## src/rtl/cond_alu_pkg.sv

```systemverilog
// Shared types for the predicated ALU: operation and predicate encodings,
// flag layout and opcode class helpers. Encodings are fixed by the decoder.
package cond_alu_pkg;

    typedef enum logic [3:0] {
        OP_AND   = 4'd0,  OP_XOR   = 4'd1,  OP_SUB   = 4'd2,  OP_RSUB  = 4'd3,
        OP_ADD   = 4'd4,  OP_ADDC  = 4'd5,  OP_SUBC  = 4'd6,  OP_RSUBC = 4'd7,
        OP_TAND  = 4'd8,  OP_TXOR  = 4'd9,  OP_TSUB  = 4'd10, OP_TADD  = 4'd11,
        OP_OR    = 4'd12, OP_MOVE  = 4'd13, OP_CLR   = 4'd14, OP_NMOVE = 4'd15
    } alu_op_e;

    typedef enum logic [3:0] {
        CND_ZSET = 4'd0,  CND_ZCLR = 4'd1,  CND_CSET = 4'd2,  CND_CCLR = 4'd3,
        CND_NSET = 4'd4,  CND_NCLR = 4'd5,  CND_VSET = 4'd6,  CND_VCLR = 4'd7,
        CND_UGT  = 4'd8,  CND_ULE  = 4'd9,  CND_SGE  = 4'd10, CND_SLT  = 4'd11,
        CND_SGT  = 4'd12, CND_SLE  = 4'd13, CND_ALWAYS = 4'd14, CND_NEVER = 4'd15
    } cond_e;

    typedef struct packed {
        logic n;
        logic z;
        logic c;
        logic v;
    } nzcv_t;

    // Compare/test class: flags only, no register write.
    function automatic logic op_is_test(input logic [3:0] op);
        return op[3:2] == 2'b10;
    endfunction

    // Logical class: carry from shifter, overflow preserved.
    function automatic logic op_is_logic(input logic [3:0] op);
        case (op)
            OP_AND, OP_XOR, OP_TAND, OP_TXOR,
            OP_OR, OP_MOVE, OP_CLR, OP_NMOVE: return 1'b1;
            default:                          return 1'b0;
        endcase
    endfunction

endpackage

```

## src/rtl/alu_cond_eval.sv

```systemverilog
// Predicate evaluator: decides from the current flags whether the
// operation in this cycle takes effect. Purely combinational.
module alu_cond_eval
    import cond_alu_pkg::*;
(
    input  logic [3:0] cond,
    input  nzcv_t      flg,
    output logic       pass
);

    // Decode the predicate against the flags.
    always_comb begin
        case (cond_e'(cond))
            CND_ZSET:   pass = flg.z;
            CND_ZCLR:   pass = !flg.z;
            CND_CSET:   pass = flg.c;
            CND_CCLR:   pass = !flg.c;
            CND_NSET:   pass = flg.n;
            CND_NCLR:   pass = !flg.n;
            CND_VSET:   pass = flg.v;
            CND_VCLR:   pass = !flg.v;
            CND_UGT:    pass = flg.c && !flg.z;
            CND_ULE:    pass = !flg.c || flg.z;
            CND_SGE:    pass = flg.n == flg.v;
            CND_SLT:    pass = flg.n != flg.v;
            CND_SGT:    pass = !flg.z && (flg.n == flg.v);
            CND_SLE:    pass = flg.z || (flg.n != flg.v);
            CND_ALWAYS: pass = 1'b1;
            default:    pass = 1'b0;
        endcase
    end

endmodule

```

## src/rtl/alu_datapath.sv

```systemverilog
// Datapath: one shared adder for all six arithmetic forms plus the
// bitwise unit. Subtraction is addition of the inverted operand with a
// carry-in. Assumes the second operand is already shifted upstream.
module alu_datapath
    import cond_alu_pkg::*;
#(
    parameter int W = 32
) (
    input  logic [3:0]   op,
    input  logic [W-1:0] a,
    input  logic [W-1:0] b,
    input  logic         cin,
    output logic [W-1:0] res,
    output logic         cout,
    output logic         ovf
);

    localparam int SW = W + 1;

    logic [W-1:0]  add_x, add_y;
    logic          add_ci;
    logic [SW-1:0] sum;

    // Pick adder operands and carry-in for each arithmetic form.
    always_comb begin
        add_x  = a;
        add_y  = b;
        add_ci = 1'b0;
        case (alu_op_e'(op))
            OP_SUB, OP_TSUB: begin add_y = ~b; add_ci = 1'b1; end
            OP_RSUB:         begin add_x = b;  add_y = ~a; add_ci = 1'b1; end
            OP_ADDC:         begin add_ci = cin; end
            OP_SUBC:         begin add_y = ~b; add_ci = cin; end
            OP_RSUBC:        begin add_x = b;  add_y = ~a; add_ci = cin; end
            default:         ;
        endcase
    end

    assign sum  = {1'b0, add_x} + {1'b0, add_y} + {{W{1'b0}}, add_ci};
    assign cout = sum[W];
    assign ovf  = (add_x[W-1] == add_y[W-1]) && (sum[W-1] != add_x[W-1]);

    // Select the final result by opcode.
    always_comb begin
        case (alu_op_e'(op))
            OP_AND, OP_TAND: res = a & b;
            OP_XOR, OP_TXOR: res = a ^ b;
            OP_OR:           res = a | b;
            OP_MOVE:         res = b;
            OP_CLR:          res = a & ~b;
            OP_NMOVE:        res = ~b;
            default:         res = sum[W-1:0];
        endcase
    end

endmodule

```

## src/rtl/alu_flag_merge.sv

```systemverilog
// Flag merge: forms the next flag value and the register write enable
// from the predicate outcome, the opcode class and the datapath outputs.
module alu_flag_merge
    import cond_alu_pkg::*;
#(
    parameter int W = 32
) (
    input  logic         pass,
    input  logic         set_req,
    input  logic [3:0]   op,
    input  logic [W-1:0] res,
    input  logic         add_c,
    input  logic         add_v,
    input  logic         shf_c,
    input  nzcv_t        cur,
    output nzcv_t        nxt,
    output logic         wr_en
);

    logic upd;

    assign upd   = pass && (set_req || op_is_test(op));
    assign wr_en = pass && !op_is_test(op);

    // Build the next flags, holding any flag that is not updated.
    always_comb begin
        nxt = cur;
        if (upd) begin
            nxt.n = res[W-1];
            nxt.z = (res == '0);
            if (op_is_logic(op)) begin
                nxt.c = shf_c;
            end else begin
                nxt.c = add_c;
                nxt.v = add_v;
            end
        end
    end

endmodule

```

## src/rtl/cond_alu.sv

```systemverilog
// Predicated ALU top: evaluates the predicate against the flag register,
// runs the datapath, merges flags and registers them every clock.
// Assumes operands are stable for the cycle; reset is synchronous, active low.
module cond_alu
    import cond_alu_pkg::*;
#(
    parameter int W = 32
) (
    input  logic         clk,
    input  logic         rst_n,
    input  logic [W-1:0] opnd_a,
    input  logic [W-1:0] opnd_b,
    input  logic         shift_carry,
    input  logic [3:0]   opcode,
    input  logic         set_flags,
    input  logic [3:0]   cond_code,
    output logic [W-1:0] result,
    output logic         reg_wr_en,
    output logic [3:0]   flags_next,
    output logic [3:0]   flags,
    output logic         cond_pass
);

    nzcv_t flg_q, flg_d;
    logic  dp_c, dp_v;

    alu_cond_eval u_cond (
        .cond (cond_code),
        .flg  (flg_q),
        .pass (cond_pass)
    );

    alu_datapath #(.W(W)) u_dp (
        .op   (opcode),
        .a    (opnd_a),
        .b    (opnd_b),
        .cin  (flg_q.c),
        .res  (result),
        .cout (dp_c),
        .ovf  (dp_v)
    );

    alu_flag_merge #(.W(W)) u_merge (
        .pass    (cond_pass),
        .set_req (set_flags),
        .op      (opcode),
        .res     (result),
        .add_c   (dp_c),
        .add_v   (dp_v),
        .shf_c   (shift_carry),
        .cur     (flg_q),
        .nxt     (flg_d),
        .wr_en   (reg_wr_en)
    );

    // Flag register: cleared by reset, otherwise loads the merged value.
    always_ff @(posedge clk) begin
        if (!rst_n) flg_q <= '0;
        else        flg_q <= flg_d;
    end

    assign flags      = flg_q;
    assign flags_next = flg_d;


    test_no_write_chk: assert property (@(posedge clk) disable iff (!rst_n)
        (opcode[3:2] == 2'b10) |-> !reg_wr_en);


    fail_hold_chk: assert property (@(posedge clk) disable iff (!rst_n)
        !cond_pass |=> flags == $past(flags));


    logic_keeps_v_chk: assert property (@(posedge clk) disable iff (!rst_n)
        (cond_pass && op_is_logic(opcode)) |=> flags[0] == $past(flags[0]));


    quiet_flags_chk: assert property (@(posedge clk) disable iff (!rst_n)
        (cond_pass && !set_flags && opcode[3:2] != 2'b10) |=> $stable(flags));


    never_code_chk: assert property (@(posedge clk) disable iff (!rst_n)
        (cond_code == 4'd15) |-> !cond_pass);


    always_code_chk: assert property (@(posedge clk) disable iff (!rst_n)
        (cond_code == 4'd14) |-> cond_pass);

endmodule

```

## config.mk

```make
export PLATFORM = sky130hd
export DESIGN_NAME = cond_alu
export DESIGN_NICKNAME = d
export VERILOG_FILES = /design/src/rtl/cond_alu_pkg.sv /design/src/rtl/alu_cond_eval.sv /design/src/rtl/alu_datapath.sv /design/src/rtl/alu_flag_merge.sv /design/src/rtl/cond_alu.sv
export SDC_FILE = /design/constraint.sdc
export NUM_CORES = 1
export LEC_CHECK = 0
export ABC_AREA = 1
export BUFFER_PORTS_ARGS = -buffer_cell sky130_fd_sc_hd__buf_2
export CAP_MARGIN = 15
export CORE_ASPECT_RATIO = 1.1
export CORE_MARGIN = 2
export CORE_UTILIZATION = 35
export DETAILED_ROUTE_END_ITERATION = 6
export REMOVE_ABC_BUFFERS = 1
export SYNTH_ARGS = -nofsm -noshare
export SYNTH_HDL_FRONTEND = slang
export SYNTH_SLANG_ARGS = --single-unit
```

## constraint.sdc

```tcl
create_clock -name clk -period 10.9 [get_ports clk]
set_input_delay 2.18 -clock clk [delete_from_list [all_inputs] [get_ports clk]]
set_output_delay 2.18 -clock clk [all_outputs]
set_load 0.02 [all_outputs]
```

Word-level counts from Yosys, hierarchy flattened
Memories as Yosys holds them, arrays and structs flattened. Index checks and enable logic that the tools add are counted.

Flip-flop bits (word level): 4. Latch bits: 0. RAM bits: 0. Memory bits (read-only): 16. Input port bits: 76. Output and inout port bits: 42. Word-level logic and storage cells: 76. Memories kept: 1.

Memories: (name not given) (words 16, bits a word 1, read ports 1, clocked after memory_dff 0, write ports 0, RTL line cond_alu_pkg.sv:33) `case (op)`.

$add $sub $neg: 2. Multipliers: 0. Divide/modulo/power cells: 0. $lt $le $gt $ge: 0. Equal/unequal tests: 32. Shifts and indexed selects: 0. Mux-type cells: 9. Bitwise gates (word level): 6. Reduce and logical (&&, ||, !) cells: 22.

Operator list (number): $pmux W32 S6 (1); $and A32 B32 Y32 (2); $not A32 Y32 (2); $pmux W32 S2 (1); $eq A4 B4 Y1 const B (14); $add A32 B32 Y33 (1); $add A33 B1 Y33 (1); $logic_not A32 Y1 (1); $mux W32 (1); $or A32 B32 Y32 (1); $xor A32 B32 Y32 (1); $eq A4 B3 Y1 const B (7); $eq A4 B2 Y1 const B (4); $pmux W1 S15 (1); $reduce_or A3 Y1 (3); $eq A4 B1 Y1 const B (2); $logic_not A4 Y1 (2); $reduce_or A2 Y1 (3); $logic_and A1 B1 Y1 (5); $logic_not A1 Y1 (5); $mux W4 (1); $logic_or A1 B1 Y1 (3); $mux W1 (3); $eq A1 B1 Y1 (2); other kinds (3) (4).

Depth between registers and ports, before layout
Depth after elaboration: 9. Gate-level depth with buffers: 26. Depth with buffers taken out: 24.

Modules after synthesis
From an unflattened synthesis, not the netlist that was laid out.

Cells, all modules: 1161. Area total of the unflattened synthesis: 5973.2 sq um.

Modules (own cells, without submodules): alu_datapath (times used 1, cells each 1039, area an instance 5393.9 sq um); alu_flag_merge (times used 1, cells each 55, area an instance 240.2 sq um); alu_cond_eval (times used 1, cells each 55, area an instance 229.0 sq um); cond_alu (times used 1, cells each 12, area an instance 110.1 sq um).

Worst setup path before layout
OpenSTA, ideal clock, no wires.

Path kind: input to output. From: input opcode[0]. To: output flags_next[2]. Arrival: 5.510 ns. Setup slack: 3.210 ns. Cell stages on the path: 24. Buffers on the path: 2. Cell sequence: buf_2 -> nand2_1 -> nor2_1 -> inv_1 -> o21ai_1 -> clkbuf_1 -> o221ai_1 -> fa_1 -> fa_1 -> nand2_1 -> nand3_1 -> nand3_1 -> nand2_1 -> nand2_1 -> nand2_1 -> nand2_1 -> nand3_1 -> nand3_1 -> nand2_1 -> nor2_1 -> nand2_1 -> nor2_1 -> nand3_1 -> nand2_1.

Cells in the longest elaborated chain, start to end: 8.

RTL lines: start: declaration (RTL line cond_alu.sv:14) `input logic [3:0] opcode,`; $eq A4 B2 Y1, or another cell as far along (RTL line alu_datapath.sv:29) `case (alu_op_e'(op))`; $reduce_or A3 Y1 (no source line) / $reduce_or A2 Y1 (equally long branches); $pmux W32 S2 / $mux W32 (equally long branches) (RTL line alu_datapath.sv:29); $add A32 B32 Y33 (RTL line alu_datapath.sv:39) `assign sum = {1'b0, add_x} + {1'b0, add_y} + {{W{1'b0}}, add_ci};`; $add A33 B1 Y33 (RTL line alu_datapath.sv:39); $pmux W32 S6 * (RTL line alu_datapath.sv:45) `case (alu_op_e'(op))`; via result[30] (RTL line cond_alu.sv:17) `output logic [W-1:0] result,`; $logic_not A32 Y1 * (RTL line alu_flag_merge.sv:30) `nxt.z = (res == '0);`; $mux W4 * (RTL line alu_flag_merge.sv:28) `if (upd) begin`; end: declaration (RTL line cond_alu.sv:19) `output logic [3:0] flags_next,`.

Mark *: on every way through the listed nets, which the timed path passes. The rest lies on a longest branch.

Worst setup path after layout
From: input opcode[0]. To: output flags_next[2].

Cells in the longest elaborated chain, start to end: 8.

RTL lines (RTL line): $eq A4 B2 Y1, or another cell as far along (alu_datapath.sv:29); $reduce_or A3 Y1 (no source line) / $reduce_or A2 Y1 (equally long branches); $pmux W32 S2 / $mux W32 (equally long branches) (alu_datapath.sv:29); $add A32 B32 Y33 (alu_datapath.sv:39); $add A33 B1 Y33 (alu_datapath.sv:39); $pmux W32 S6 * (alu_datapath.sv:45); $logic_not A32 Y1 * (alu_flag_merge.sv:30); $mux W4 * (alu_flag_merge.sv:28).

Every way passes the cells marked *; elsewhere a longest branch is shown, timed or not.

==> results by group <==
Outcome
  – Run status: finished clean

Placed design
  – Post-DP Area: 6910 µm²
  – Cell Count Post-Placement: 1578
  – IO Port Bufs: 117
  – DP Wirelength: 17900 µm
  – Global placement routability congestion: 0.981

Synthesis
  – Fraction of the yosys area taken by sequential cells: 1.31%
  – Dominant synthesized flop cell: sky130_fd_sc_hd__dfxtp_1
  – Synthesized-area fraction occupied by adder cells: 13.5%
  – Library cell occupying the most area in the post-synthesis netlist: sky130_fd_sc_hd__nand2_1
  – Avg Inst Size Synth: 4.88 µm²
  – Register bit total from synthesis: 4
  – Async set-reset flop share out of synthesis: 0%
  – Number of instances in the synthesized netlist: 1256
  – Most area-consuming cells after synthesis: sky130_fd_sc_hd__nand2_1 29%, sky130_fd_sc_hd__inv_1 14%, sky130_fd_sc_hd__ha_1 13%, sky130_fd_sc_hd__o21ai_0 6.4%, sky130_fd_sc_hd__nor2_1 6.4%
  – Count of synthesis-stage warnings from yosys: 0
  – Simple-gate area share of the yosys netlist: 48.8%
  – Unique masters post-synth: 37
  – Largest family of logic cells by synthesized area: simple AND/OR/NAND/NOR gates
  – Compound-Gate Fraction of Synth Area: 16.5%
  – Share of the synthesized area in the top cell type: 29.2%
  – Multiplexer fraction of the synthesized cell area: 0%
  – Number of flops mapped to enable cells by yosys: 0
  – Synthesized-area fraction occupied by xor and xnor cells: 2.57%
  – Mapped cell area: 6130 µm²

Critical path
  – Critical path data arrival time: 6.63 ns
  – Crit Path Class: input port to output port
  – Crit path from: opcode[0]
  – Library cell contributing the largest single delay on the critical path: sky130_fd_sc_hd__buf_4
  – CP dominant cell by count: sky130_fd_sc_hd__nand2_1
  – Critical path fanouts, max: 66
  – Flop2flop setup slack: 7.66 ns
  – CP startpoint kind: input port
  – Required time worst endpoint: 8.72 ns
  – Largest stage delay on the critical path: 0.48 ns
  – Kind of end point of the critical path: output port
  – Source of the worst register-to-register timing path: flags[1]$_SDFF_PN0_
  – R2R cell count: 19
  – R2r endpoint: flags[2]$_SDFF_PN0_

Cells and area
  – Fraction of final layout cells sized beyond drive strength 1: 10.6%
  – Layout Nets: 1490
  – Most frequent standard cell in the layout excluding fill and tap cells: sky130_fd_sc_hd__nand2_1
  – Max FFs per register: 4
  – Filler cells: 1998
  – Most used cells in the layout excluding fill and tap cells: 477 x sky130_fd_sc_hd__nand2_1, 235 x sky130_fd_sc_hd__inv_1, 117 x sky130_fd_sc_hd__buf_2
  – Number of antenna repair diodes: 0
  – Post-route cell area: 6990 µm²
  – Finished Layout Cells: 1581
  – Layout area overhead: 14.0%

Detailed routing
  – TritonRoute pass-1 iters: 6
  – Detailed-routed wire length on met2: 10400 µm
  – Via density per instance: 5.06
  – Routed len/inst: 14.3 µm
  – Violation count after the first detailed-routing iteration: 597
  – Post-detailed-routing wire length: 22700 µm
  – Final routed DRC violation total: 0
  – Vias after detailed routing: 8005
  – Met1 routed wirelength after detailed routing: 10300 µm
  – Sum of met3 wire segment lengths after detailed routing: 1560 µm
  – Antenna-violating nets left: 0
  – DR top layer: met4

Clocking
  – Num Clock Sinks: 4
  – CTS max path bufs: 2
  – Hold-fix buffer count after cts: 0
  – TritonCTS clock tree: done
  – Post-CTS clock slew at the launch and capture registers of the worst setup and hold paths: 0.03 ns
  – Post-CTS setup buffer count: 0
  – Clock latency reported for the late side of the worst-skew pair: 0.22 ns
  – H-tree levels: 1
  – Clock Tree Root: sky130_fd_sc_hd__clkbuf_16
  – Clock buffers created by TritonCTS: 3
  – Post-cts sizing count: 0

GRT
  – Via count of the first global-routing pass: 7184
  – Initial antenna violation count: 0
  – Global-route wire length before repair: 35800 µm
  – Pin count of the biggest net entering global routing: 67
  – Overall fraction of global-route tracks in use: 23.9%
  – Grt total ovfl: 0

STA
  – Period Utilization, post-route: 80.8%
  – Total negative setup slack: 0 ns
  – Hold violation count in the final report: 0
  – Final Max Slew Viols: 0
  – Hold Worst Slack: 0.532 ns
  – Worst setup skew after layout: 0.000406 ns
  – Maximum operating frequency: 113 MHz
  – Final setup violation count: 0
  – Transition time at the pin with the least slew margin: 1.08 ns
  – Unrepaired setup endpoints after global routing: no
  – Max_slew headroom: 27.6%
  – Final worst path period need: 8.81 ns

Pwr
  – Total power: 0.544 mW
  – Leakage component of the power: 4.14 nW
  – Power Density: 77.8 nW/µm²
  – Peak supply drop: 0.0724 mV

Floorplan
  – Number of top-level pins: 118
  – Starting density of the core: 35.9%
  – Die height: 143 µm
  – Num rows: 50
  – Chip width: 130 µm
  – Die footprint: 18600 µm²
  – Floorplan Core Area: 17100 µm²

Worst hold path
  – Type of the tightest min-delay check: flop to flop
  – Hold-critical path depth: 2
  – End point of the most critical hold path: flags[2]$_SDFF_PN0_
  – Hold path startpoint: flags[2]$_SDFF_PN0_

Job
  – Count of maximum capacitance violations: 0
## synth_stat cells, types with 5 or more instances
| library cell | instances |
|---|---|
| sky130_fd_sc_hd__o21ai_1 | 5 |
| sky130_fd_sc_hd__inv_1 | 235 |
| sky130_fd_sc_hd__xor2_1 | 17 |
| sky130_fd_sc_hd__o221ai_1 | 35 |
| sky130_fd_sc_hd__o22ai_1 | 6 |
| sky130_fd_sc_hd__clkbuf_1 | 21 |
| sky130_fd_sc_hd__nor2_1 | 105 |
| sky130_fd_sc_hd__a21oi_1 | 26 |
| sky130_fd_sc_hd__nand3b_1 | 7 |
| sky130_fd_sc_hd__nor3_1 | 19 |
| sky130_fd_sc_hd__nand4_1 | 28 |
| sky130_fd_sc_hd__nor4_1 | 6 |
| sky130_fd_sc_hd__buf_2 | 12 |
| sky130_fd_sc_hd__nand2_1 | 477 |
| sky130_fd_sc_hd__ha_1 | 63 |
| sky130_fd_sc_hd__o21ai_0 | 79 |
| sky130_fd_sc_hd__nand3_1 | 74 |
## per-stage QoR
step / util, % / worst slack, ns
2_1_floorplan: - / 0.159
3_3_place_gp: 40.5 / 2.21
3_5_place_dp: 40.5 / 2.11
4_1_cts: 40.9 / 2.09
5_1_grt: 40.9 / 1.53
6_report: 40.9 / 2.09
## area by class of cell
class / count / area (µm²) / share of cell area (%)
Multi-Input combinational cell: 976 / 5000 / 71.5
Inverter: 239 / 897 / 12.8
Timing Repair Buffer: 125 / 646 / 9.24
Tap cell: 234 / 293 / 4.19
Sequential cell: 4 / 80.1 / 1.15
Clock buffer: 3 / 75.1 / 1.07
## cell families after synthesis
family / count (synthesis)
flip-flops: 4
AO/OA/AOI/OAI: 166
AND/OR/NAND/NOR: 727
XOR/XNOR: 18
adder cells (fa/ha/maj): 65
buffers and inverters: 276
## critical path, delay by kind of cell
family	cells	cell delay, ns
AND/OR/NAND/NOR	17	1.67
buffers and inverters	6	1.54
adder cells (fa/ha/maj)	2	0.93
AO/OA/AOI/OAI	2	0.28
## metal layers
metal | up-vias | track usage, %
met1 | 3522 | 32.2
met3 | 25 | 2.29
met5 | - | 0
li1 | 4200 | -
met4 | 0 | 4.81
met2 | 258 | 41.3
## report_power, final
| part | switching, mW | internal [mW] |
|---|---|---|
| registers | 0.00165 | 0.0157 |
| clock network | 0.0100 | 0.0468 |
| logic | 0.317 | 0.152 |
| total | 0.329 | 0.215 |
## worst max-delay path by stage
stage	to	cells after the start	slack, ns
finish	flags_next[2]	27	2.09
global route	flags_next[2]	27	1.53
CTS	flags_next[2]	27	2.09
detailed placement	flags_next[2]	27	2.11
global placement	flags_next[2]	27	2.21
floorplan	flags_next[2]	22	0.16
No activity file was read; power rests on OpenSTA's default activity.
